<file path="src/rtl/pio_acc_pkg.sv">
package pio_acc_pkg;

   typedef enum logic [1:0] {
      PH_CTRL1 = 2'd0,
      PH_CTRL2 = 2'd1,
      PH_DATA  = 2'd2
   } phase_t;

   typedef struct packed {
      logic       clr_act;
      logic       wr_first;
      logic       tog;
      logic       sync;
      logic [1:0] sel;
   } ctrl_t;

   localparam int CTRL_SEL_LSB = 0;
   localparam int CTRL_SYNC    = 2;
   localparam int CTRL_TOG     = 3;
   localparam int CTRL_WRFIRST = 4;
   localparam int CTRL_CLR     = 5;

endpackage

</file>
<file path="src/rtl/pio_acc_cmd.sv">
module pio_acc_cmd
   import pio_acc_pkg::*;
#(
   parameter int BYTE_W = 8,
   parameter int NCH    = 2
) (
   input  logic              clk,
   input  logic              rst_n,
   input  logic              sess_start,
   input  logic              rx_valid,
   input  logic [BYTE_W-1:0] rx_byte,
   input  logic [NCH-1:0]    drive,
   input  logic [NCH-1:0]    sense,
   input  logic [NCH-1:0]    act,
   output ctrl_t             ctrl,
   output phase_t            phase,
   output logic              clr,
   output logic              data_start,
   output logic              info_valid,
   output logic [BYTE_W-1:0] info_byte
);

   localparam int INFO_USED = 3 * NCH;

   if (BYTE_W < INFO_USED || BYTE_W < 6) begin : g_bad_width
      $error("pio_acc_cmd: BYTE_W too small for control and status fields");
   end

   phase_t            phase_q;
   ctrl_t             ctrl_q;
   logic              info_valid_q;
   logic [BYTE_W-1:0] info_q;
   logic              take1, take2;
   logic              unused_hi;

   assign take1 = rx_valid && !sess_start && (phase_q == PH_CTRL1);
   assign take2 = rx_valid && !sess_start && (phase_q == PH_CTRL2);
   assign clr        = take1 && rx_byte[CTRL_CLR];
   assign data_start = take2;
   assign unused_hi  = ^rx_byte[BYTE_W-1:6];

   always_ff @(posedge clk or negedge rst_n) begin
      if (!rst_n) begin
         phase_q      <= PH_CTRL1;
         ctrl_q       <= '0;
         info_valid_q <= 1'b0;
         info_q       <= '0;
      end else begin
         info_valid_q <= 1'b0;
         if (sess_start) begin
            phase_q <= PH_CTRL1;
         end else if (take1) begin
            ctrl_q.sel      <= rx_byte[CTRL_SEL_LSB +: 2];
            ctrl_q.sync     <= rx_byte[CTRL_SYNC];
            ctrl_q.tog      <= rx_byte[CTRL_TOG];
            ctrl_q.wr_first <= rx_byte[CTRL_WRFIRST];
            ctrl_q.clr_act  <= rx_byte[CTRL_CLR];
            phase_q         <= PH_CTRL2;
         end else if (take2) begin
            phase_q      <= PH_DATA;
            info_valid_q <= 1'b1;
            info_q       <= BYTE_W'({act, sense, drive});
         end
      end
   end

   assign ctrl       = ctrl_q;
   assign phase      = phase_q;
   assign info_valid = info_valid_q;
   assign info_byte  = info_q;

   AST_INFO_AFTER_CTRL2: assert property (@(posedge clk) disable iff (!rst_n)
      info_valid_q |-> $past(rx_valid && !sess_start && phase_q == PH_CTRL2));

   AST_INFO_SINGLE: assert property (@(posedge clk) disable iff (!rst_n)
      info_valid_q |=> !info_valid_q);

endmodule

</file>
<file path="src/rtl/pio_acc_chan.sv">
module pio_acc_chan (
   input  logic clk,
   input  logic rst_n,
   input  logic wr_en,
   input  logic wr_val,
   input  logic clr,
   input  logic sense,
   output logic drive,
   output logic act
);

   logic drive_q, act_q, prev_q, primed_q, evt;

   assign evt = primed_q && (sense != prev_q);

   always_ff @(posedge clk or negedge rst_n) begin
      if (!rst_n) begin
         drive_q  <= 1'b0;
         act_q    <= 1'b0;
         prev_q   <= 1'b0;
         primed_q <= 1'b0;
      end else begin
         prev_q   <= sense;
         primed_q <= 1'b1;
         if (wr_en) drive_q <= wr_val;
         if (clr)      act_q <= 1'b0;
         else if (evt) act_q <= 1'b1;
      end
   end

   assign drive = drive_q;
   assign act   = act_q;

   AST_DRIVE_HOLD: assert property (@(posedge clk) disable iff (!rst_n)
      !wr_en |=> $stable(drive_q));

   AST_ACT_STICKY: assert property (@(posedge clk) disable iff (!rst_n)
      (act_q && !clr) |=> act_q);

   AST_ACT_CLEAR: assert property (@(posedge clk) disable iff (!rst_n)
      clr |=> !act_q);

endmodule

</file>
<file path="src/rtl/pio_acc_seq.sv">
module pio_acc_seq
   import pio_acc_pkg::*;
#(
   parameter int NCH      = 2,
   parameter int TOG_BITS = 8
) (
   input  logic           clk,
   input  logic           rst_n,
   input  ctrl_t          ctrl,
   input  phase_t         phase,
   input  logic           data_start,
   input  logic           slot_valid,
   input  logic           slot_wbit,
   input  logic [NCH-1:0] sense,
   output logic [NCH-1:0] wr_en,
   output logic [NCH-1:0] wr_val,
   output logic           rvalid,
   output logic           rbit
);

   localparam int CW = (TOG_BITS > 2) ? $clog2(TOG_BITS) : 1;
   localparam logic [CW-1:0] CNT_LAST = CW'(TOG_BITS - 1);

   if (NCH != 2) begin : g_bad_nch
      $error("pio_acc_seq: exactly two channels supported");
   end
   if (TOG_BITS < 2 || (TOG_BITS % 2) != 0) begin : g_bad_tog
      $error("pio_acc_seq: TOG_BITS must be even and at least 2");
   end

   logic          ptr_q, par_q, pend_q, rvalid_q, rbit_q;
   logic [CW-1:0] cnt_q;
   logic          active, both, ch, is_wr, sync2;

   always_comb begin
      active = (phase == PH_DATA) && slot_valid && (ctrl.sel != 2'b00);
      both   = (ctrl.sel == 2'b11);
      sync2  = both && ctrl.sync;
      ch     = both ? ptr_q : (ctrl.sel == 2'b10);
      is_wr  = ctrl.tog ? (ctrl.wr_first ^ par_q) : ctrl.wr_first;
      wr_en  = '0;
      wr_val = '0;
      if (active && is_wr) begin
         if (sync2) begin
            if (ch) begin
               wr_en  = 2'b11;
               wr_val = {~slot_wbit, pend_q};
            end
         end else begin
            wr_en[ch]  = 1'b1;
            wr_val[ch] = ~slot_wbit;
         end
      end
   end

   always_ff @(posedge clk or negedge rst_n) begin
      if (!rst_n) begin
         ptr_q    <= 1'b0;
         par_q    <= 1'b0;
         pend_q   <= 1'b0;
         cnt_q    <= '0;
         rvalid_q <= 1'b0;
         rbit_q   <= 1'b0;
      end else begin
         rvalid_q <= active && !is_wr;
         if (active && !is_wr) rbit_q <= sense[ch];
         if (data_start) begin
            ptr_q  <= 1'b0;
            par_q  <= 1'b0;
            pend_q <= 1'b0;
            cnt_q  <= '0;
         end else if (active) begin
            if (both) ptr_q <= ~ptr_q;
            if (cnt_q == CNT_LAST) begin
               cnt_q <= '0;
               par_q <= ~par_q;
            end else begin
               cnt_q <= cnt_q + 1'b1;
            end
            if (is_wr && sync2 && !ch) pend_q <= ~slot_wbit;
         end
      end
   end

   assign rvalid = rvalid_q;
   assign rbit   = rbit_q;

   AST_SYNC_PAIR: assert property (@(posedge clk) disable iff (!rst_n)
      sync2 |-> (wr_en == 2'b00 || wr_en == 2'b11));

   AST_ONE_CHANNEL: assert property (@(posedge clk) disable iff (!rst_n)
      !sync2 |-> ($countones(wr_en) <= 1));

   AST_RVALID_FROM_SLOT: assert property (@(posedge clk) disable iff (!rst_n)
      rvalid_q |-> $past(slot_valid && phase == PH_DATA));

endmodule

</file>
<file path="src/rtl/pio_access_ctrl.sv">
module pio_access_ctrl
   import pio_acc_pkg::*;
#(
   parameter int BYTE_W   = 8,
   parameter int TOG_BITS = 8
) (
   input  logic              clk,
   input  logic              rst_n,
   input  logic              sess_start,
   input  logic              rx_valid,
   input  logic [BYTE_W-1:0] rx_byte,
   output logic              info_valid,
   output logic [BYTE_W-1:0] info_byte,
   input  logic              slot_valid,
   input  logic              slot_wbit,
   output logic              slot_rvalid,
   output logic              slot_rbit,
   input  logic [1:0]        pio_sense,
   output logic [1:0]        pio_drive
);

   localparam int NCH = 2;

   ctrl_t          ctrl;
   phase_t         phase;
   logic           clr, data_start;
   logic [NCH-1:0] wr_en, wr_val, drive, act;

   pio_acc_cmd #(.BYTE_W(BYTE_W), .NCH(NCH)) u_cmd (
      .clk(clk), .rst_n(rst_n), .sess_start(sess_start),
      .rx_valid(rx_valid), .rx_byte(rx_byte),
      .drive(drive), .sense(pio_sense), .act(act),
      .ctrl(ctrl), .phase(phase), .clr(clr), .data_start(data_start),
      .info_valid(info_valid), .info_byte(info_byte)
   );

   pio_acc_seq #(.NCH(NCH), .TOG_BITS(TOG_BITS)) u_seq (
      .clk(clk), .rst_n(rst_n), .ctrl(ctrl), .phase(phase),
      .data_start(data_start), .slot_valid(slot_valid), .slot_wbit(slot_wbit),
      .sense(pio_sense), .wr_en(wr_en), .wr_val(wr_val),
      .rvalid(slot_rvalid), .rbit(slot_rbit)
   );

   for (genvar i = 0; i < NCH; i++) begin : g_ch
      pio_acc_chan u_chan (
         .clk(clk), .rst_n(rst_n), .wr_en(wr_en[i]), .wr_val(wr_val[i]),
         .clr(clr), .sense(pio_sense[i]), .drive(drive[i]), .act(act[i])
      );
   end

   assign pio_drive = drive;

   AST_RESET_RELEASED: assert property (@(posedge clk) disable iff (!rst_n)
      $rose(rst_n) |-> (pio_drive == 2'b00));

endmodule

</file>
<file path="config.mk">
export PLATFORM = sky130hd
export DESIGN_NAME = pio_access_ctrl
export DESIGN_NICKNAME = d
export VERILOG_FILES = /design/src/rtl/pio_acc_pkg.sv /design/src/rtl/pio_acc_cmd.sv /design/src/rtl/pio_acc_chan.sv /design/src/rtl/pio_acc_seq.sv /design/src/rtl/pio_access_ctrl.sv
export SDC_FILE = /design/constraint.sdc
export NUM_CORES = 1
export LEC_CHECK = 0
export BUFFER_PORTS_ARGS = -buffer_cell sky130_fd_sc_hd__buf_4
export CORE_AREA = 4 4 57 59
export CTS_CLUSTER_SIZE = 16
export DETAILED_ROUTE_END_ITERATION = 6
export DIE_AREA = 0 0 61 63
export PLACE_DENSITY = 0.82
export REMOVE_ABC_BUFFERS = 1
export SETUP_SLACK_MARGIN = 0.02
export SYNTH_ARGS = -nofsm -noshare
export SYNTH_HDL_FRONTEND = slang
export SYNTH_SLANG_ARGS = --single-unit
</file>
<file path="constraint.sdc">
create_clock -name clk -period 1.5 [get_ports clk]
set_clock_uncertainty 0.05 [all_clocks]
set_input_delay 0.15 -clock clk [delete_from_list [all_inputs] [get_ports clk]]
set_output_delay 0.15 -clock clk [all_outputs]
set_load 0.05 [all_outputs]
</file>
==> results.ini <==
[floorplanning]
start_util_pct=46.4
core_area_mm2=0.00271
ios=29
fp.dieH_um=63
die_area_mm2=0.00384
die_w_um=61
rows=19

[route]
drt_first_iter_violations=13
vias=937
wl_per_cell_um=14.5
firstDrtPassIters=4
vias_per_cell=5.15
remaining_drc_errors=0
drtAntennaViolNets=0
drt_wl_total_um=2650

[yosys]
seq_area_frac_synth_pct=57.8
ys_warn_count=0
synth_ff_type=dfrtp_1
synthTopCellsByCount=dfrtp_1, mux2_2, a21oi_1, nor2_1, xor2_1
syn_inst=99
synth_top_cell_by_area=dfrtp_1
synth.area.top_cells=dfrtp_1, mux2_2, xor2_1
synth_area_mm2=0.00126
synth_cell_types=32
yosysMostFrequentCell=dfrtp_1
yosys_register_bits=29
async_flop_share_pct=100
synth.top_cell.area_share_pct=57.8
synth_edf_count=0
avgSynthCellArea_um2=12.7

[power_and_ir_drop]
seq_power_share_pct=42.4
power_frac_clock_pct=18.5
p_comb_share_pct=39.1
p_per_area_mw_per_mm2=1470
vdd_ir_drop_max_uv=1270
p_switching_uw=975
p_leak_nw=0.841
sw_frac_of_total_pct=37.8
p_total_mw=2.58
p_int_mw=1.61

[clock_network]
clkLatencyLatePin_ps=330
cts_buffers=5
cts_sinks=29
cts_root_buf=clkbuf_4
cts_tree=built
cts.htree.levels=2
cts_buffer_depth=2
cts.reportedPaths.clkPinSlew_ps=90

[placement]
dp_slack_ps=-34.4
dpl.hpwl_um=1820
dp_cells=162
dpl-instance-area_mm2=0.00154
portBuffers=24
globalplace.congestion=0.829

[global_routing]
grt_pass1_wl_um=4420
gr-total-overflow=0
grt_pass1_vias=982
grt_max_degree=30
antenna_found_initial=0
gr-usage-all-layers_pct=15.4

[critical_path]
arrival_ps=1720
crit_type=reg -> reg
cp_data_required_time_ps=1710
end_kind=flop
crit_fanout=3
reg2reg_slack_ps=-7
start_kind=flop

[layout]
n_fill_cell=198
finalNonFillerCells=182
n_antenna_cell=0
fin_area_mm2=0.00176
multiInputGateArea_um2=529
nNetsFinal=169
post-route-util_pct=64.9
drive_above_1_share_pct=46.4
area_delta_synth_final_pct=39.9
seqCellArea_um2=727

[min_path]
min_path_type=in -> reg

[sta]
hold_ws_ps=16.6
final.setup.worst_slack_ps=-6.77
fin_crit_sh_pct=100
finalHoldViolations=0
setup_tns_ps=-6.77
fmax_ghz=0.664
finalCriticalPeriod_ps=1510
rsz0062_at_grt=true
setup_viol=1
report.final.slew_viol_count=0

[outcome]
violations=negative setup slack
outcome=finished, violations left

[run]
drv_cap=0

registers in the layout, summed over array words and instances, names as in the netlist:
name / flops
u_seq.rvalid: 1
g_ch.u_chan.act: 2
u_cmd.info_byte: 6
u_seq.par_q: 1
u_seq.ptr_q: 1
u_seq.cnt_q: 3
u_seq.pend_q: 1
u_cmd.phase: 2
g_ch.u_chan.drive: 2
u_cmd.ctrl: 5
u_cmd.info_valid: 1
g_ch.u_chan.primed_q: 1
g_ch.u_chan.prev_q: 2
u_seq.rbit: 1
power groups by stage:
stage | Combinational, mW | Sequential [mW] | Clock, mW
floorplan | 0.267 | 1.42 | 0
global placement | 0.927 | 1.09 | 0
detailed placement | 0.955 | 1.10 | 0
finish | 1.01 | 1.09 | 0.478
CTS | 0.979 | 1.09 | 0.490
global route | 1.07 | 1.12 | 0.541
cells by family after synthesis:
logic type               synth area share (%)
multiplexers                             11.7
adder cells (fa/ha/maj)                  1.99
XOR/XNOR                                 4.88
flip-flops                               57.8
AND/OR/NAND/NOR                          8.47
buffers and inverters                    3.79
AO/OA/AOI/OAI                            10.9
other                                   0.598
placed cells by master (no fill, tap or decap), types with 2 or more instances in the layout:
| cell | instances |
|---|---|
| nor3_1 | 2 |
| conb_1 | 3 |
| dlygate4sd3_1 | 10 |
| clkbuf_4 | 5 |
| nor2_1 | 5 |
| a21oi_1 | 5 |
| xnor2_1 | 2 |
| mux2_2 | 12 |
| and3b_2 | 2 |
| nand2_1 | 3 |
| o31ai_1 | 2 |
| inv_1 | 2 |
| buf_4 | 40 |
| ha_1 | 2 |
| xor2_1 | 4 |
| dfrtp_1 | 28 |
routing by layer:
layer | track usage, % | vias up | routed length [um]
met4 | 5.42 | 0 | 32
li1 | - | 445 | -
met2 | 25.1 | 23 | 1360
met3 | 5.79 | 5 | 122
met5 | 0 | - | 0
met1 | 18.2 | 464 | 1130
final timing paths:
kind | end | cells past startpoint | start
worst min register to register | u_cmd.info_byte[1] | 1 | u_cmd.info_byte[1]
worst max-delay path | u_seq.pend_q | 4 | u_cmd.phase[0]
worst max register to register | u_seq.pend_q | 4 | u_cmd.phase[0]
worst min-delay path | u_cmd.ctrl[2] | 2 | rx_byte[2]
max in group asynchronous | u_cmd.ctrl[1] | 2 | rst_n
min in group asynchronous | g_ch[1].u_chan.act | 2 | rst_n
final cells by class:
cell class                      count  area share [%]
Clock buffer                        7            3.13
Multi-Input combinational cell     63            30.1
Tap cell                           31            2.21
Inverter                            2           0.427
Timing Repair Buffer               50            22.8
Sequential cell                    29            41.4
repair_timing:
item,CTS,global route
hold endpoints to repair,39,1
pin swaps,1,0
cloned,0,0
gates resized for setup,2,8
setup endpoints to repair,4,16
buffers inserted,1,2
hold buffers,9,1
worst max-delay path: stages, from the launching register on:
cell and delay (ps):
dfrtp_1 380, and3b_2 280, o21ai_2 80, or4_4 520, a21oi_2 130
Note: power is estimated with default switching activity, not from simulation.
